<file path="config.mk">
export PLATFORM = sky130hd
export DESIGN_NAME = dram_ilv_ctrl
export DESIGN_NICKNAME = d
export VERILOG_FILES = /design/src/rtl/dram_ilv_pkg.sv /design/src/rtl/dram_ilv_refresh.sv /design/src/rtl/dram_ilv_arb.sv /design/src/rtl/dram_ilv_seq.sv /design/src/rtl/dram_ilv_ctrl.sv
export SDC_FILE = /design/constraint.sdc
export NUM_CORES = 1
export LEC_CHECK = 0
export BUFFER_PORTS_ARGS = -buffer_cell sky130_fd_sc_hd__buf_2
export CAP_MARGIN = 15
export CORE_ASPECT_RATIO = 1.25
export CORE_MARGIN = 1
export CORE_UTILIZATION = 40
export CTS_CLUSTER_DIAMETER = 200
export CTS_CLUSTER_SIZE = 30
export DETAILED_ROUTE_END_ITERATION = 16
export PLACE_DENSITY_LB_ADDON = 0.25
export SYNTH_ARGS = -nofsm -noshare
export SYNTH_HDL_FRONTEND = slang
export SYNTH_SLANG_ARGS = --single-unit
</file>
<file path="constraint.sdc">
create_clock -name clk -period 2.35 [get_ports clk]
set_input_delay 0.47 -clock clk [delete_from_list [all_inputs] [get_ports clk]]
set_output_delay 0.47 -clock clk [all_outputs]
set_load 0.005 [all_outputs]
</file>
<file path="src/rtl/dram_ilv_pkg.sv">
package dram_ilv_pkg;

  typedef enum logic [2:0] {
    PH_IDLE,
    PH_ROW,
    PH_COL,
    PH_HOLD,
    PH_PRE
  } phase_t;

  typedef enum logic [1:0] {
    OWN_CPU,
    OWN_VID,
    OWN_REF
  } owner_t;

  // Active-high bank enables: bit 0 even bank, bit 1 odd bank.
  function automatic logic [1:0] bank_strobes(input logic word, input logic a0);
    if (word) return 2'b11;
    return a0 ? 2'b10 : 2'b01;
  endfunction

endpackage

</file>
<file path="src/rtl/dram_ilv_refresh.sv">
module dram_ilv_refresh #(
  parameter int MUX_W        = 8,
  parameter int REF_INTERVAL = 40,
  parameter int INIT_REFRESH = 8
) (
  input  logic             clk,
  input  logic             rst_n,
  input  logic             ref_take,
  output logic             ref_req,
  output logic [MUX_W-1:0] ref_row,
  output logic             init_done
);
  localparam int TW = (REF_INTERVAL > 1) ? $clog2(REF_INTERVAL) : 1;
  localparam int IW = $clog2(INIT_REFRESH + 1);

  logic [TW-1:0] tmr;
  logic [IW-1:0] init_left;
  logic          pend;
  logic          tick;

  assign tick      = (tmr == TW'(REF_INTERVAL - 1));
  assign init_done = (init_left == '0);
  assign ref_req   = pend | ~init_done;

  always_ff @(posedge clk or negedge rst_n) begin
    if (!rst_n) begin
      tmr       <= '0;
      pend      <= 1'b0;
      init_left <= IW'(INIT_REFRESH);
      ref_row   <= '0;
    end else begin
      tmr  <= tick ? '0 : tmr + 1'b1;
      pend <= tick | (pend & ~(ref_take & init_done));
      if (ref_take) begin
        ref_row <= ref_row + 1'b1;
        if (!init_done) init_left <= init_left - 1'b1;
      end
    end
  end

  // a timer tick is never followed by another on the next clock
  a_r8_tick_spacing: assert property (@(posedge clk) disable iff (!rst_n)
    (tick && REF_INTERVAL > 1) |=> !tick);

endmodule

</file>
<file path="src/rtl/dram_ilv_arb.sv">
module dram_ilv_arb (
  input  logic idle,
  input  logic vid_req,
  input  logic ref_req,
  input  logic cpu_as_n,
  input  logic cpu_armed,
  input  logic init_done,
  output logic gnt_vid,
  output logic gnt_ref,
  output logic gnt_cpu
);
  logic cpu_want;

  assign cpu_want = ~cpu_as_n & cpu_armed & init_done;

  always_comb begin
    gnt_vid = 1'b0;
    gnt_ref = 1'b0;
    gnt_cpu = 1'b0;
    if (idle) begin
      if (vid_req)       gnt_vid = 1'b1;
      else if (ref_req)  gnt_ref = 1'b1;
      else if (cpu_want) gnt_cpu = 1'b1;
    end
  end

endmodule

</file>
<file path="src/rtl/dram_ilv_seq.sv">
module dram_ilv_seq
  import dram_ilv_pkg::*;
#(
  parameter int MUX_W = 8,
  localparam int WADDR_W = 2 * MUX_W,
  localparam int BADDR_W = WADDR_W + 1
) (
  input  logic               clk,
  input  logic               rst_n,
  input  logic               gnt_vid,
  input  logic               gnt_ref,
  input  logic               gnt_cpu,
  input  logic               vid_req,
  input  logic               init_done,
  input  logic               cpu_as_n,
  input  logic               cpu_rw,
  input  logic               cpu_word,
  input  logic [BADDR_W-1:0] cpu_addr,
  input  logic [WADDR_W-1:0] vid_addr,
  input  logic [MUX_W-1:0]   ref_row,
  output logic               idle,
  output logic               cpu_armed,
  output logic [MUX_W-1:0]   dram_addr,
  output logic               dram_ras_n,
  output logic [1:0]         dram_cas_n,
  output logic               dram_we_n,
  output logic               cpu_dtack_n,
  output logic               vid_ack
);
  function automatic logic [MUX_W-1:0] row_part(input logic [WADDR_W-1:0] w);
    return w[WADDR_W-1:MUX_W];
  endfunction

  function automatic logic [MUX_W-1:0] col_part(input logic [WADDR_W-1:0] w);
    return w[MUX_W-1:0];
  endfunction

  phase_t           state;
  owner_t           owner;
  logic [MUX_W-1:0] lat_row, lat_col;
  logic [1:0]       lat_banks;
  logic             lat_wr;
  logic             lat_word;
  logic             dq;
  logic [WADDR_W-1:0] cpu_waddr;

  logic ras_active, cas_active, cpu_row_clk;

  assign cpu_waddr   = cpu_addr[BADDR_W-1:1];
  assign ras_active  = (state == PH_ROW) || (state == PH_COL) || (state == PH_HOLD);
  assign cas_active  = (state == PH_COL) || (state == PH_HOLD);
  assign cpu_row_clk = (state == PH_ROW) && (owner == OWN_CPU);

  always_ff @(posedge clk or negedge rst_n) begin
    if (!rst_n) begin
      state     <= PH_IDLE;
      owner     <= OWN_CPU;
      lat_row   <= '0;
      lat_col   <= '0;
      lat_banks <= 2'b00;
      lat_wr    <= 1'b0;
      lat_word  <= 1'b0;
      dq        <= 1'b0;
      cpu_armed <= 1'b0;
    end else begin
      if (cpu_as_n)     cpu_armed <= 1'b1;
      else if (gnt_cpu) cpu_armed <= 1'b0;

      if (cpu_as_n) dq <= 1'b0;
      else if (state == PH_HOLD && owner == OWN_CPU) dq <= 1'b1;

      unique case (state)
        PH_IDLE: begin
          if (gnt_vid) begin
            state     <= PH_ROW;
            owner     <= OWN_VID;
            lat_row   <= row_part(vid_addr);
            lat_col   <= col_part(vid_addr);
            lat_banks <= 2'b11;
            lat_wr    <= 1'b0;
            lat_word  <= 1'b1;
          end else if (gnt_ref) begin
            state     <= PH_ROW;
            owner     <= OWN_REF;
            lat_row   <= ref_row;
            lat_col   <= '0;
            lat_banks <= 2'b00;
            lat_wr    <= 1'b0;
            lat_word  <= 1'b0;
          end else if (gnt_cpu) begin
            state     <= PH_ROW;
            owner     <= OWN_CPU;
            lat_row   <= row_part(cpu_waddr);
            lat_col   <= col_part(cpu_waddr);
            lat_banks <= bank_strobes(cpu_word, cpu_addr[0]);
            lat_wr    <= ~cpu_rw;
            lat_word  <= cpu_word;
          end
        end
        PH_ROW:  state <= PH_COL;
        PH_COL:  state <= PH_HOLD;
        PH_HOLD: state <= PH_PRE;
        PH_PRE:  state <= PH_IDLE;
        default: state <= PH_IDLE;
      endcase
    end
  end

  assign idle        = (state == PH_IDLE);
  assign dram_ras_n  = ~ras_active;
  assign dram_cas_n  = ~(cas_active ? lat_banks : 2'b00);
  assign dram_we_n   = ~(ras_active & lat_wr);
  assign dram_addr   = cas_active ? lat_col : lat_row;
  assign cpu_dtack_n = ~dq;
  assign vid_ack     = (state == PH_PRE) && (owner == OWN_VID);

  // idle means every strobe is inactive
  a_r1_idle_quiet: assert property (@(posedge clk) disable iff (!rst_n)
    idle |-> (dram_ras_n && dram_cas_n == 2'b11 && dram_we_n));

  // write enable is already low on the clock before a column strobe falls
  a_r4_early_write: assert property (@(posedge clk) disable iff (!rst_n)
    (dram_cas_n != 2'b11 && $past(dram_cas_n) == 2'b11 && !dram_we_n) |-> $past(!dram_we_n));

  // a CPU byte access strobes one bank only
  a_r3_byte_single: assert property (@(posedge clk) disable iff (!rst_n)
    (owner == OWN_CPU && !lat_word && cas_active) |-> $countones(~dram_cas_n) == 1);

  // refresh cycles never strobe a column
  a_r7_ras_only: assert property (@(posedge clk) disable iff (!rst_n)
    (owner == OWN_REF) |-> dram_cas_n == 2'b11);

  // acknowledge drops one clock after the address strobe goes high
  a_r6_release: assert property (@(posedge clk) disable iff (!rst_n)
    cpu_as_n |=> cpu_dtack_n);

  // a CPU cycle never starts while video was asking
  a_r10_video_first: assert property (@(posedge clk) disable iff (!rst_n)
    cpu_row_clk |-> $past(!vid_req));

  // a CPU cycle only starts once the start-up refreshes are done
  a_r9_init_first: assert property (@(posedge clk) disable iff (!rst_n)
    cpu_row_clk |-> $past(init_done));

endmodule

</file>
<file path="src/rtl/dram_ilv_ctrl.sv">
module dram_ilv_ctrl #(
  parameter bit DEEP_ROWS    = 1'b0,
  parameter int REF_INTERVAL = 40,
  parameter int INIT_REFRESH = 8,
  localparam int MUX_W   = DEEP_ROWS ? 9 : 8,
  localparam int WADDR_W = 2 * MUX_W,
  localparam int BADDR_W = WADDR_W + 1
) (
  input  logic               clk,
  input  logic               rst_n,
  input  logic               cpu_as_n,
  input  logic               cpu_rw,
  input  logic               cpu_word,
  input  logic [BADDR_W-1:0] cpu_addr,
  input  logic               vid_req,
  input  logic [WADDR_W-1:0] vid_addr,
  output logic [MUX_W-1:0]   dram_addr,
  output logic               dram_ras_n,
  output logic [1:0]         dram_cas_n,
  output logic               dram_we_n,
  output logic               cpu_dtack_n,
  output logic               vid_ack
);
  logic             idle, cpu_armed;
  logic             gnt_vid, gnt_ref, gnt_cpu;
  logic             ref_req, init_done;
  logic [MUX_W-1:0] ref_row;

  dram_ilv_refresh #(
    .MUX_W(MUX_W), .REF_INTERVAL(REF_INTERVAL), .INIT_REFRESH(INIT_REFRESH)
  ) u_refresh (
    .clk(clk), .rst_n(rst_n), .ref_take(gnt_ref),
    .ref_req(ref_req), .ref_row(ref_row), .init_done(init_done)
  );

  dram_ilv_arb u_arb (
    .idle(idle), .vid_req(vid_req), .ref_req(ref_req),
    .cpu_as_n(cpu_as_n), .cpu_armed(cpu_armed), .init_done(init_done),
    .gnt_vid(gnt_vid), .gnt_ref(gnt_ref), .gnt_cpu(gnt_cpu)
  );

  dram_ilv_seq #(.MUX_W(MUX_W)) u_seq (
    .clk(clk), .rst_n(rst_n),
    .gnt_vid(gnt_vid), .gnt_ref(gnt_ref), .gnt_cpu(gnt_cpu),
    .vid_req(vid_req), .init_done(init_done),
    .cpu_as_n(cpu_as_n), .cpu_rw(cpu_rw), .cpu_word(cpu_word),
    .cpu_addr(cpu_addr), .vid_addr(vid_addr), .ref_row(ref_row),
    .idle(idle), .cpu_armed(cpu_armed),
    .dram_addr(dram_addr), .dram_ras_n(dram_ras_n), .dram_cas_n(dram_cas_n),
    .dram_we_n(dram_we_n), .cpu_dtack_n(cpu_dtack_n), .vid_ack(vid_ack)
  );

endmodule

</file>
==> results_dict.tcl <==
set metrics [dict create \
    status "complete, no violations" \
    cts_resized 0 \
    pre_cts_ws_ps 258 \
    ys_seq_area_share_pct 50.0 \
    initial_utilization_pct 41.4 \
    required_ps 2580 \
    syn_area_per_cell_um2 9.72 \
    synth.distinct_cells 45 \
    dieArea_um2 5950 \
    max_freq_ghz 0.479 \
    wl_per_cell_um 13.4 \
    timing.rr.end "u_seq.lat_row[1]$_DFFE_PN0P_" \
    grt_pass1_vias 1711 \
    path_max_fanout 25 \
    gp_congestion 0.754 \
    synth.most_common_cell "nand2_1" \
    ctsHoldBuffers 0 \
    synthCells 232 \
    reg2reg_slack_ps 260 \
    synth_enable_flop_cells 0 \
    synth_nets 275 \
    slew_viol_final 0 \
    p_int_uw 2090 \
    gr-total-overflow 0 \
    wl_met2_um 2370 \
    clock_skew_ps 5.02 \
    layout-drive-gt1-share_pct 26.2 \
    antenna_found_initial 0 \
    yosysWarnings 0 \
    cts_made_buffers 5 \
    p_leak_uw 0.00133 \
    tns_ps 0 \
    clock_path_buffers 2 \
    clk_latency_ps 300 \
    synthTopCellsByCount "nand2_1, dfrtp_1, o21ai_0" \
    netlist.area_leader.share_pct 48.8 \
    start_kind "register" \
    cts-root-buf "clkbuf_8" \
    port_buffers 52 \
    yosysTopAreaCell "dfrtp_1" \
    slew_headroom_pct 52.0 \
    yosys-top-cells-area "dfrtp_1, nand2_1, xnor2_1" \
    hold_path_class "input port to async pin" \
    die_h_um 86.0 \
    io_pins 53 \
    final_nets 328 \
    crit_type "register to register" \
    fin_crit_ps 2090 \
    reg2regPathDepth 7 \
    track_usage_pct 16.7 \
    ys.flop_type "dfrtp_1" \
    grt_setup_unrepaired "no" \
    routed_wl_um 4680 \
    grt_max_degree 46 \
    worstMarginPinSlew_ps 710 \
    post_cts_buffers 0 \
    die_w_um 69.2 \
    grt_pass1_wl_um 7830 \
    wl_met3_um 187 \
    finalSetupViolations 0 \
    synth-xor-area-share_pct 4.66 \
    ant_nets 0 \
    synthArstFlopShare_pct 100 \
    p_clk_share_pct 17.8 \
    synth_area_um2 2260 \
    wl_met1_um 2050 \
    routed.top_layer "met4" \
    via_count 1804 \
    fin_area_um2 2690 \
    hold_viol_final 0 \
    startpoint "u_refresh.init_left[0]$_DFFE_PN0P_" \
    cts_sinks 45 \
    critical_path.endpoint "u_seq.lat_row[1]$_DFFE_PN0P_" \
    drtIter0Drc 118 \
    rows 30 \
    synth-simple-area-share_pct 20.6 \
    fillerInstances 513 \
    muxShareOfSynthArea_pct 4.05 \
    dpl.hpwl_um 3420 \
    drc 0 \
    placed_cell_area_um2 2580 \
    crit_path_end_kind "register" \
    synth_compound_area_share_pct 14.7 \
    synthAdderAreaFrac_pct 2.22 \
    synth_top_family_by_area "simple AND/OR/NAND/NOR gates" \
    cts_tree "built" \
    max-cap-violations 0 \
    viasPerCell 5.15 \
    clkTransAtPathRegs_ps 80 \
    core_um2 5440 \
    fin_crit_sh_pct 88.8 \
    ys_ff_latch 45 \
    setup_ws_ps 264 \
    r2r-start "u_refresh.init_left[0]$_DFFE_PN0P_" \
    switching_share_pct 37.9 \
    vdd_ir_drop_max_uv 414 \
    drt-pass1-iter-count 4 \
    htreeDepth 2 \
    worstPathArrival_ps 2310 \
    p_per_area_nw_per_um2 1250 \
    switching_power_uw 1280 \
    comb_power_share_pct 42.6 \
    p_seq_share_pct 39.6 \
    antenna_cells 0 \
    area_growth_pct 19.4 \
]
## routing by layer
layer	track usage [%]	up-vias
li1	-	909
met1	19.6	854
met2	29.0	34
met3	4.11	7
met4	7.24	0
met5	0	-
## critical path, stage by stage (launching register included)
cell and delay, ps:
dfrtp_1 390, inv_1 120, ha_1 240, or4b_4 520, o31ai_4 260, buf_4 280
a22oi_1 120, o21ai_1 80
## sequential cells by signal (all words and copies together) (netlist names)
name	count
u_refresh.ref_row	8
u_seq.lat_col	8
u_seq.lat_row	8
u_refresh.tmr	6
u_refresh.init_left	4
u_seq.state	3
u_seq.lat_banks	2
u_seq.owner	2
u_refresh.pend	1
u_seq.cpu_armed	1
u_seq.dq	1
u_seq.lat_wr	1
## cell type report
class / count / area [um2] / share of cell area (%)
Timing Repair Buffer: 58 / 305 / 11.3
Clock buffer: 7 / 86.3 / 3.20
Inverter: 6 / 22.5 / 0.836
Multi-Input combinational cell: 169 / 1040 / 38.7
Sequential cell: 45 / 1130 / 41.8
Clock inverter: 1 / 30.0 / 1.11
Tap cell: 64 / 80.1 / 2.97
## worst min-delay path by stage
stage	cells past startpoint	startpoint	end	slack [ps]
final	2	rst_n	u_seq.lat_wr$_DFFE_PN0P_	240
after global routing	2	rst_n	u_seq.lat_wr$_DFFE_PN0P_	280
after CTS	2	rst_n	u_seq.lat_wr$_DFFE_PN0P_	260
after detailed placement	1	u_refresh.tmr[0]$_DFF_PN0_	u_refresh.tmr[0]$_DFF_PN0_	460
after global placement	1	u_refresh.tmr[0]$_DFF_PN0_	u_refresh.tmr[0]$_DFF_PN0_	450
after floorplan	0	rst_n	u_refresh.init_left[0]$_DFFE_PN0P_	170
## kinds of logic after synthesis
kind of cell	count (synthesis)
fa+ha+maj	4
mux	9
flops	45
simple gates	96
compound gates	48
buf+inv	18
xor+xnor	12
## cell usage in the layout (no fill, tap or decap), types with 2 or more instances in the layout
master	n
o311ai_1	2
nand2_1	55
a22oi_1	7
nor2b_1	3
and2_1	2
a2bb2oi_1	8
nand3_1	4
xor2_1	2
ha_1	4
clkbuf_8	6
o21ai_1	7
nand4_1	4
nor4_1	2
and3_1	2
nor4b_1	2
buf_4	6
buf_2	52
nor2_1	10
inv_1	6
dfrtp_1	44
nand2b_1	3
nor3_1	2
o21ai_0	11
xnor2_1	10
mux2i_1	8
a21oi_1	4
## stage by stage
step / instances / util (%) / power [uW] / hold slack [ps]
2_1_floorplan: 232 / - / 2350 / 174
3_3_place_gp: 342 / 47.4 / 2750 / 449
3_5_place_dp: 342 / 47.4 / 2800 / 458
4_1_cts: 350 / 49.5 / 3400 / 260
5_1_grt: 350 / 49.5 / 3650 / 283
6_report: 350 / 49.5 / 3360 / 245
## power groups by stage
stage,registers [uW],logic (uW),clock network (uW)
detailed placement,1340,1450,0
global route,1370,1630,652
CTS,1330,1460,615
global placement,1330,1420,0
floorplan,1230,1110,0
finish,1330,1430,598
No activity file was read; power rests on OpenSTA's default activity.
